[src/rtl/wrc_pkg.sv]
package wrc_pkg;

    localparam int unsigned WRC_MAX_PERIOD = 8722;

    typedef enum logic [1:0] {
        SQ_IDLE,
        SQ_FIRST,
        SQ_REPEAT,
        SQ_SLEEP
    } sq_state_t;

    typedef enum logic [1:0] {
        SP_IDLE,
        SP_FLAG,
        SP_SHIFT
    } sp_state_t;

    // Conversion period in master-clock cycles for each rate code.
    function automatic int unsigned wrc_period(input logic [2:0] code);
        int unsigned p;
        unique case (code)
            3'd0: p = 2182;
            3'd1: p = 1090;
            3'd2: p = 546;
            3'd3: p = 266;
            3'd4: p = 194;
            3'd5: p = 162;
            3'd6: p = 8722;
            3'd7: p = 4362;
            default: p = 2182;
        endcase
        return p;
    endfunction

endpackage

[src/rtl/wrc_period_sel.sv]
module wrc_period_sel
    import wrc_pkg::*;
#(
    parameter int CNT_W   = 14,
    parameter int PENALTY = 7
) (
    input  logic [2:0]       rate_code,
    output logic [CNT_W-1:0] first_load,
    output logic [CNT_W-1:0] repeat_load
);
    // Loads are period-1 because the completion is taken on the zero count.
    always_comb begin
        int unsigned p;
        p           = wrc_period(rate_code);
        first_load  = CNT_W'(p + PENALTY - 1);
        repeat_load = CNT_W'(p - 1);
    end
endmodule

[src/rtl/wrc_down_timer.sv]
module wrc_down_timer #(
    parameter int CNT_W = 14
) (
    input  logic             clk,
    input  logic             rst_n,
    input  logic             load,
    input  logic [CNT_W-1:0] load_val,
    input  logic             run,
    output logic             at_zero
);
    logic [CNT_W-1:0] cnt;

    always_ff @(posedge clk) begin
        if (!rst_n) begin
            cnt <= '0;
        end else if (load) begin
            cnt <= load_val;
        end else if (run && (cnt != '0)) begin
            cnt <= cnt - 1'b1;
        end
    end

    assign at_zero = (cnt == '0);
endmodule

[src/rtl/wrc_flag_port.sv]
module wrc_flag_port
    import wrc_pkg::*;
#(
    parameter int RES_W     = 24,
    parameter int FLAG_CLKS = 8
) (
    input  logic             clk,
    input  logic             rst_n,
    input  logic             pflag_mode,
    input  logic             done_flag,
    input  logic [RES_W-1:0] result,
    input  logic             sclk_pulse,
    output logic             sdo,
    output logic             flag_clr,
    output logic             port_idle
);
    localparam int FCW = $clog2(FLAG_CLKS);
    localparam int BCW = $clog2(RES_W);

    sp_state_t        st, st_nxt;
    logic [FCW-1:0]   fcnt;
    logic [BCW-1:0]   bcnt;
    logic [RES_W-1:0] shreg;
    logic             ack_last, word_last;

    assign ack_last  = (fcnt == FCW'(FLAG_CLKS - 1));
    assign word_last = (bcnt == BCW'(RES_W - 1));

    always_comb begin
        st_nxt = st;
        unique case (st)
            SP_IDLE:  if (pflag_mode && done_flag && sclk_pulse) st_nxt = SP_FLAG;
            SP_FLAG:  if (sclk_pulse && ack_last)                st_nxt = SP_SHIFT;
            SP_SHIFT: if (sclk_pulse && word_last)               st_nxt = SP_IDLE;
            default:                                             st_nxt = SP_IDLE;
        endcase
    end

    always_ff @(posedge clk) begin
        if (!rst_n) st <= SP_IDLE;
        else        st <= st_nxt;
    end

    always_ff @(posedge clk) begin
        if (!rst_n) begin
            fcnt  <= '0;
            bcnt  <= '0;
            shreg <= '0;
        end else begin
            unique case (st)
                SP_IDLE: begin
                    fcnt <= FCW'(1);
                    bcnt <= '0;
                end
                SP_FLAG: begin
                    if (sclk_pulse) begin
                        if (ack_last) shreg <= result;
                        else          fcnt  <= fcnt + 1'b1;
                    end
                end
                SP_SHIFT: begin
                    if (sclk_pulse && !word_last) begin
                        bcnt  <= bcnt + 1'b1;
                        shreg <= {shreg[RES_W-2:0], 1'b0};
                    end
                end
                default: ;
            endcase
        end
    end

    assign flag_clr  = (st == SP_FLAG) && sclk_pulse && ack_last;
    assign port_idle = (st == SP_IDLE);

    always_comb begin
        unique case (st)
            SP_IDLE:  sdo = !(pflag_mode && done_flag);
            SP_FLAG:  sdo = 1'b0;
            SP_SHIFT: sdo = shreg[RES_W-1];
            default:  sdo = 1'b1;
        endcase
    end
endmodule

[src/rtl/wordrate_conv_seq.sv]
module wordrate_conv_seq
    import wrc_pkg::*;
#(
    parameter int RES_W     = 24,
    parameter int PENALTY   = 7,
    parameter int FLAG_CLKS = 8
) (
    input  logic             clk,
    input  logic             rst_n,
    input  logic [2:0]       rate_code,
    input  logic             start_single,
    input  logic             start_cont,
    input  logic             power_save,
    input  logic             read_strobe,
    input  logic             pflag_mode,
    input  logic             sclk_pulse,
    input  logic [RES_W-1:0] data_in,
    output logic             eoc,
    output logic             done_flag,
    output logic [RES_W-1:0] result,
    output logic             sdo
);
    localparam int CNT_W = $clog2(WRC_MAX_PERIOD + PENALTY + 1);

    sq_state_t        st, st_nxt;
    logic [CNT_W-1:0] first_load, repeat_load, tmr_val;
    logic             tmr_load, tmr_run, tmr_zero;
    logic             start_any, complete, cont_q, flag_clr, sp_idle;

    assign start_any = start_single | start_cont;

    wrc_period_sel #(.CNT_W(CNT_W), .PENALTY(PENALTY)) u_sel (
        .rate_code  (rate_code),
        .first_load (first_load),
        .repeat_load(repeat_load)
    );

    wrc_down_timer #(.CNT_W(CNT_W)) u_tmr (
        .clk     (clk),
        .rst_n   (rst_n),
        .load    (tmr_load),
        .load_val(tmr_val),
        .run     (tmr_run),
        .at_zero (tmr_zero)
    );

    wrc_flag_port #(.RES_W(RES_W), .FLAG_CLKS(FLAG_CLKS)) u_port (
        .clk       (clk),
        .rst_n     (rst_n),
        .pflag_mode(pflag_mode),
        .done_flag (done_flag),
        .result    (result),
        .sclk_pulse(sclk_pulse),
        .sdo       (sdo),
        .flag_clr  (flag_clr),
        .port_idle (sp_idle)
    );

    // Next state and timer control.
    always_comb begin
        st_nxt   = st;
        tmr_load = 1'b0;
        tmr_val  = first_load;
        tmr_run  = 1'b0;
        complete = 1'b0;
        if (power_save) begin
            st_nxt = SQ_SLEEP;
        end else begin
            unique case (st)
                SQ_IDLE: begin
                    if (start_any) begin
                        tmr_load = 1'b1;
                        st_nxt   = SQ_FIRST;
                    end
                end
                SQ_FIRST, SQ_REPEAT: begin
                    if (start_any) begin
                        tmr_load = 1'b1;
                        st_nxt   = SQ_FIRST;
                    end else if (tmr_zero) begin
                        complete = 1'b1;
                        if (cont_q) begin
                            tmr_load = 1'b1;
                            tmr_val  = repeat_load;
                            st_nxt   = SQ_REPEAT;
                        end else begin
                            st_nxt   = SQ_IDLE;
                        end
                    end else begin
                        tmr_run = 1'b1;
                    end
                end
                SQ_SLEEP: st_nxt = SQ_IDLE;
                default:  st_nxt = SQ_IDLE;
            endcase
        end
    end

    // State register.
    always_ff @(posedge clk) begin
        if (!rst_n) st <= SQ_IDLE;
        else        st <= st_nxt;
    end

    // Output and mode registers.
    always_ff @(posedge clk) begin
        if (!rst_n) begin
            eoc       <= 1'b0;
            done_flag <= 1'b0;
            result    <= '0;
            cont_q    <= 1'b0;
        end else begin
            eoc <= complete;
            if (complete) begin
                result    <= data_in;
                done_flag <= 1'b1;
            end else if (read_strobe || flag_clr) begin
                done_flag <= 1'b0;
            end
            if (!power_save && start_any) cont_q <= start_cont;
        end
    end
endmodule

[config.mk]
export PLATFORM = sky130hd
export DESIGN_NAME = wordrate_conv_seq
export DESIGN_NICKNAME = d
export VERILOG_FILES = /design/src/rtl/wrc_pkg.sv /design/src/rtl/wrc_period_sel.sv /design/src/rtl/wrc_down_timer.sv /design/src/rtl/wrc_flag_port.sv /design/src/rtl/wordrate_conv_seq.sv
export SDC_FILE = /design/constraint.sdc
export NUM_CORES = 1
export LEC_CHECK = 0
export BUFFER_PORTS_ARGS = -buffer_cell sky130_fd_sc_hd__buf_2
export CAP_MARGIN = 40
export CORE_AREA = 2 2 109 111
export CTS_CLUSTER_SIZE = 16
export DETAILED_ROUTE_END_ITERATION = 8
export DIE_AREA = 0 0 111 113
export PLACE_DENSITY = 0.64
export SETUP_SLACK_MARGIN = 0.3
export SYNTH_ARGS = -nofsm -noshare
export SYNTH_HDL_FRONTEND = slang
export SYNTH_HIERARCHICAL = 1
export SYNTH_SLANG_ARGS = --single-unit
[constraint.sdc]
create_clock -name clk -period 8.3 [get_ports clk]
set_clock_uncertainty 0.1 [all_clocks]
set_input_delay 1.245 -clock clk [delete_from_list [all_inputs] [get_ports clk]]
set_output_delay 1.245 -clock clk [all_outputs]
set_load 0.01 [all_outputs]
======== Yosys cells after proc, flatten, opt, wreduce, memory -nomap -nowiden ========
Memory sizes are Yosys's and may differ from the RTL's.
Cells that the tools add are included.
storage, ports and cells
  output and inout port bits .............. 27
  ROM bits ................................ 96
  register bits ........................... 77
  memories kept ........................... 1
operators by class
  muxes and demuxes ....................... 43
  reduce and logical (&&, ||, !) cells .... 28
  equal/unequal tests ..................... 16
  bitwise logic cells ..................... 1
  add/subtract/negate cells ............... 6
memory list
  memory           words  width  read ports  clocked after Yosys merged registers in  wr ports  RTL line       RTL
  (no name shown)  8      12     1           0                                        0         wrc_pkg.sv:21  unique case (code)
operators with widths
  operator                                            number
  2-to-1 mux 14 bit                                   7
  2-to-1 mux 24 bit                                   3
  case mux 24 bit (2 select lines)                    1
  subtractor 14 x 1 -> 14 bit, second input constant  3
  2-to-1 mux 2 bit                                    8
  2-to-1 mux 1 bit                                    15
  adder 14 x 3 -> 14 bit, second input constant       1
  logical NOT 14 bit                                  1
  nonzero test 14 bit                                 1
  case mux 2 bit (3 select lines)                     2
  != test 2 x 1 -> 1 bit, second input constant       5
  case mux 5 bit (2 select lines)                     1
  nonzero test 2 bit                                  5
  logical AND 1 bit                                   9
  == test 2 bit, second input constant                3
  2-to-1 mux 3 bit                                    2
  case mux 3 bit (2 select lines)                     1
  AND reduction 3 bit                                 2
  adder 5 x 1 -> 5 bit, second input constant         1
  == test 5 bit, second input constant                1
  2-to-1 mux 5 bit                                    1
  == test 2 x 1 -> 1 bit, second input constant       2
  logical NOT 2 bit                                   2
  != test 2 bit, second input constant                2
  other kinds (12)                                    15

======== Logic depth before layout (Yosys ltp) ========
An unclocked memory read counts as a cell.
  depth after elaboration ................. 9
  depth in mapped cells ................... 11

======== Cells and area by module ========
Netlist, hierarchy kept.
by module, submodules not included
  module             area an instance (µm²)  cells an instance  instances
  wrc_flag_port      1894.3                  184                1
  wordrate_conv_seq  1485.2                  154                1
  wrc_down_timer     858.3                   99                 1
  wrc_period_sel     249.0                   36                 1

======== Worst setup path before layout ========
No wires, ideal clock.
  path kind ............................... flip-flop to flip-flop
  start ................................... register u_tmr.cnt[0]
  end ..................................... register u_tmr.cnt[12]
  arrival time ............................ 2.781 ns
  library setup time ...................... 0.125 ns
  slack ................................... 5.294 ns
  buffers on the path ..................... 2
  required time ........................... 8.075 ns
  stages on the path, launching flop included .. 12
  cell sequence ........................... dfxtp_1 -> inv_1 -> ha_1 -> or4b_1 -> nor4_4 -> nand3_1 -> a2111oi_0 -> clkbuf_1 -> inv_1 -> clkbuf_1 -> o21ai_0 -> a21oi_1
RTL lines
  what                                                     RTL line                 RTL
  start: declaration                                       wrc_down_timer.sv:11     logic [CNT_W-1:0] cnt;
  start signal: assignment                                 wrc_down_timer.sv:17     cnt <= load_val;
  start signal: assignment                                 wrc_down_timer.sv:19     cnt <= cnt - 1'b1;
  logical NOT 14 bit *                                     wrc_down_timer.sv:23     assign at_zero = (cnt == '0);
  net tmr_zero                                             wordrate_conv_seq.sv:27  logic tmr_load, tmr_run, tmr_zero;
  2-to-1 mux 1 bit *                                       wordrate_conv_seq.sv:80  end else if (tmr_zero) begin
  2-to-1 mux 1 bit *                                       wordrate_conv_seq.sv:77  if (start_any) begin
  case mux 1 bit (2 select lines) *                        wordrate_conv_seq.sv:69  unique case (st)
  2-to-1 mux 1 bit *                                       wordrate_conv_seq.sv:66  if (power_save) begin
  net tmr_load                                             wordrate_conv_seq.sv:27
  2-to-1 mux 14 bit or nonzero test 2 bit (tied branches)  -
Mark *: on every way through the listed nets, which the timed path passes. The rest lies on a longest branch. The select of a mux whose other input is x is not followed.
A chain may end at the register's enable or synchronous reset.

======== Worst setup path in the final report ========
  start ................................... register u_port.st[0]
  end ..................................... output sdo
between the ends
  word-level cells in the longest chain between the ends .. 2
RTL lines
  what                                   RTL line                 RTL
  start: declaration                     wrc_flag_port.sv:20      sp_state_t st, st_nxt;
  start signal: assignment               wrc_flag_port.sv:41      else st <= st_nxt;
  == test 2 bit (tied with other cells)  wrc_flag_port.sv:76      unique case (st)
  case mux 1 bit (3 select lines) *      wrc_flag_port.sv:76
  end: declaration                       wordrate_conv_seq.sv:21  output logic sdo
Every way passes the cells marked *; elsewhere a longest branch is shown, timed or not.

==> out/qor.csv <==
stage,metric,value,unit
floorplanning,core-area,11300,sq um
floorplanning,initial_core_util,0.398,
finish,postLayoutCellArea,5010,sq um
cts,htree_levels,3,
global_routing,first_global_vias,3452,
placement,dpl.hpwl,6550,um
synthesis,synth.avg_cell_area,9.50,sq um
detailed_routing,ant_nets,0,
critical_path,critical_path.endpoint_type,output pin,
synthesis,syn_inst,472,
placement,portBuffers,61,
timing,slew_headroom,0.406,
timing,min_period,3.48,ns
placement,placed_cells,638,
placement,gp_congestion,0.870,
timing,drv_slew,0,
cts,cts_hold_buf,0,
critical_path,worst_ep_arrival_time,2.13,ns
min_path,hold_path.class,register to register,
status,status,"complete, no violations",
timing,worstMarginPinSlew,0.891,ns
global_routing,grt_pass1_wl,16600,um
detailed_routing,drt_first_pass_iters,4,
floorplanning,fp.dieH,113,um
detailed_routing,drt-initial-drc-count,158,
pwr,leakagePower,2.05,nW
critical_path,worstSetupPathType,register to output pin,
floorplanning,ios,62,
critical_path,cp_max_fo,29,
timing,layout_worst_path_cycle_share,0.419,
detailed_routing,drc,0,
finish,fin_nets,548,
timing,setup_viol,0,
cts,postCtsSetupRepairBufs,0,
cts,cts_buffers,9,
cts,cts_num_sinks,77,
finish,fin_util,0.445,
finish,diodes,0,
floorplanning,die_w,111,um
finish,syn2layout_area_growth,11.8,%
timing,holdWs,0.375,ns
cts,cts.repair.resized,0,
timing,fin_tns_setup,0,ns
cts,cts_buffer_depth,2,
detailed_routing,vias_per_cell,5.42,
pwr,peakVddDrop,0.0000988,V
timing,max_freq,288,MHz
cts,root_buffer,clkbuf_16,
cts,path_clk_slew,0.07,ns
global_routing,overflow,0,
synthesis,yosysWarnings,6,
pwr,powerDensity,173,nW/um^2
run,max-cap-violations,0,
global_routing,grt_antenna_before_repair,0,
cts,cts_tree,built,
floorplanning,die-area,12500,sq um
cts,clk_latency,0.33,ns
finish,layoutNonFillerInstCount,654,
critical_path,worst_setup_path_start_kind,register,
timing,finalHoldViolCount,0,
critical_path,required,6.95,ns
floorplanning,num_rows,39,
global_routing,grt_max_degree,78,
finish,drive_gt1_frac,0.266,
synthesis,syn_area,4480,sq um
detailed_routing,wl,9540,um
detailed_routing,wl_per_cell,14.6,um
timing,rsz0062_at_grt,false,
global_routing,grt_usage,0.159,
placement,dpl_cell_area,4730,sq um
detailed_routing,num_vias,3543,
==> worst paths after layout <==
kind	start	endpoint	slack [ns]	cells past startpoint
hold / removal	result[11]	result[11]	0.38	2
hold reg to reg	result[11]	result[11]	0.38	2
setup / recovery	u_port/st[0]	sdo	4.82	3
setup reg to reg	u_tmr/cnt[0]	u_tmr/cnt[2]	4.85	10
==> per-layer routing <==
layer  wire (um)  share of wire  vias to the layer above  GRT usage
met1        4340           0.46                     1699      0.199
met3         303          0.032                       10     0.0337
met5           0              0                        -          0
met4         129          0.014                        0     0.0567
li1            -              -                     1788          -
met2        4760           0.50                       46      0.271
==> flip-flops by register name, summed over array words and instances (netlist names) <==
register and flops:
cont_q 1, done_flag 1, eoc 1, result 24, st 2, u_port/bcnt 5, u_port/fcnt 3, u_port/shreg 24
u_port/st 2, u_tmr/cnt 14
==> power breakdown <==
part	leakage, nW	switching (mW)	internal (mW)	total [mW]
Combinational	1.29	0.0624	0.0448	0.107
Sequential	0.624	0.0118	0.380	0.392
Clock	0.133	0.162	0.206	0.368
==> layout make-up <==
| class | count | area [sq um] |
|---|---|---|
| fill | 1073 | 6260 |
| multi-input combinational | 335 | 2590 |
| sequential | 77 | 1540 |
| timing repair buffer | 67 | 365 |
| clock buffer | 9 | 225 |
| tap | 143 | 179 |
| inverter | 16 | 60.1 |
| clock inverter | 7 | 55.1 |
==> cells in the final DEF, fill, tap and decap left out, types with 5 or more instances in the layout <==
cell type	instances
dfxtp_1	77
buf_2	61
nand2_1	56
mux2i_1	51
a211oi_1	27
a211oi_2	20
o21ai_0	16
a21oi_1	16
inv_1	15
mux2_4	10
nor2_1	9
clkbuf_16	9
nand3_1	8
nor3_1	8
o21a_1	7
ha_1	7
a31oi_1	7
nor4_1	6
and2_1	5
nand2b_1	5
or3_1	5
==> metrics by stage <==
stage	worst slack, ns	total power [mW]
floorplan	5.29	0.484
global placement	4.58	0.503
detailed placement	4.85	0.507
CTS	4.81	0.879
global route	4.56	0.909
finish	4.82	0.867
==> worst max-delay path: stages, from the launching register on <==
cell	delay, ns
dfxtp_1	0.60
nand2b_2	0.80
o22a_1	0.26
buf_2	0.12
Note: power is estimated with default switching activity, not from simulation.
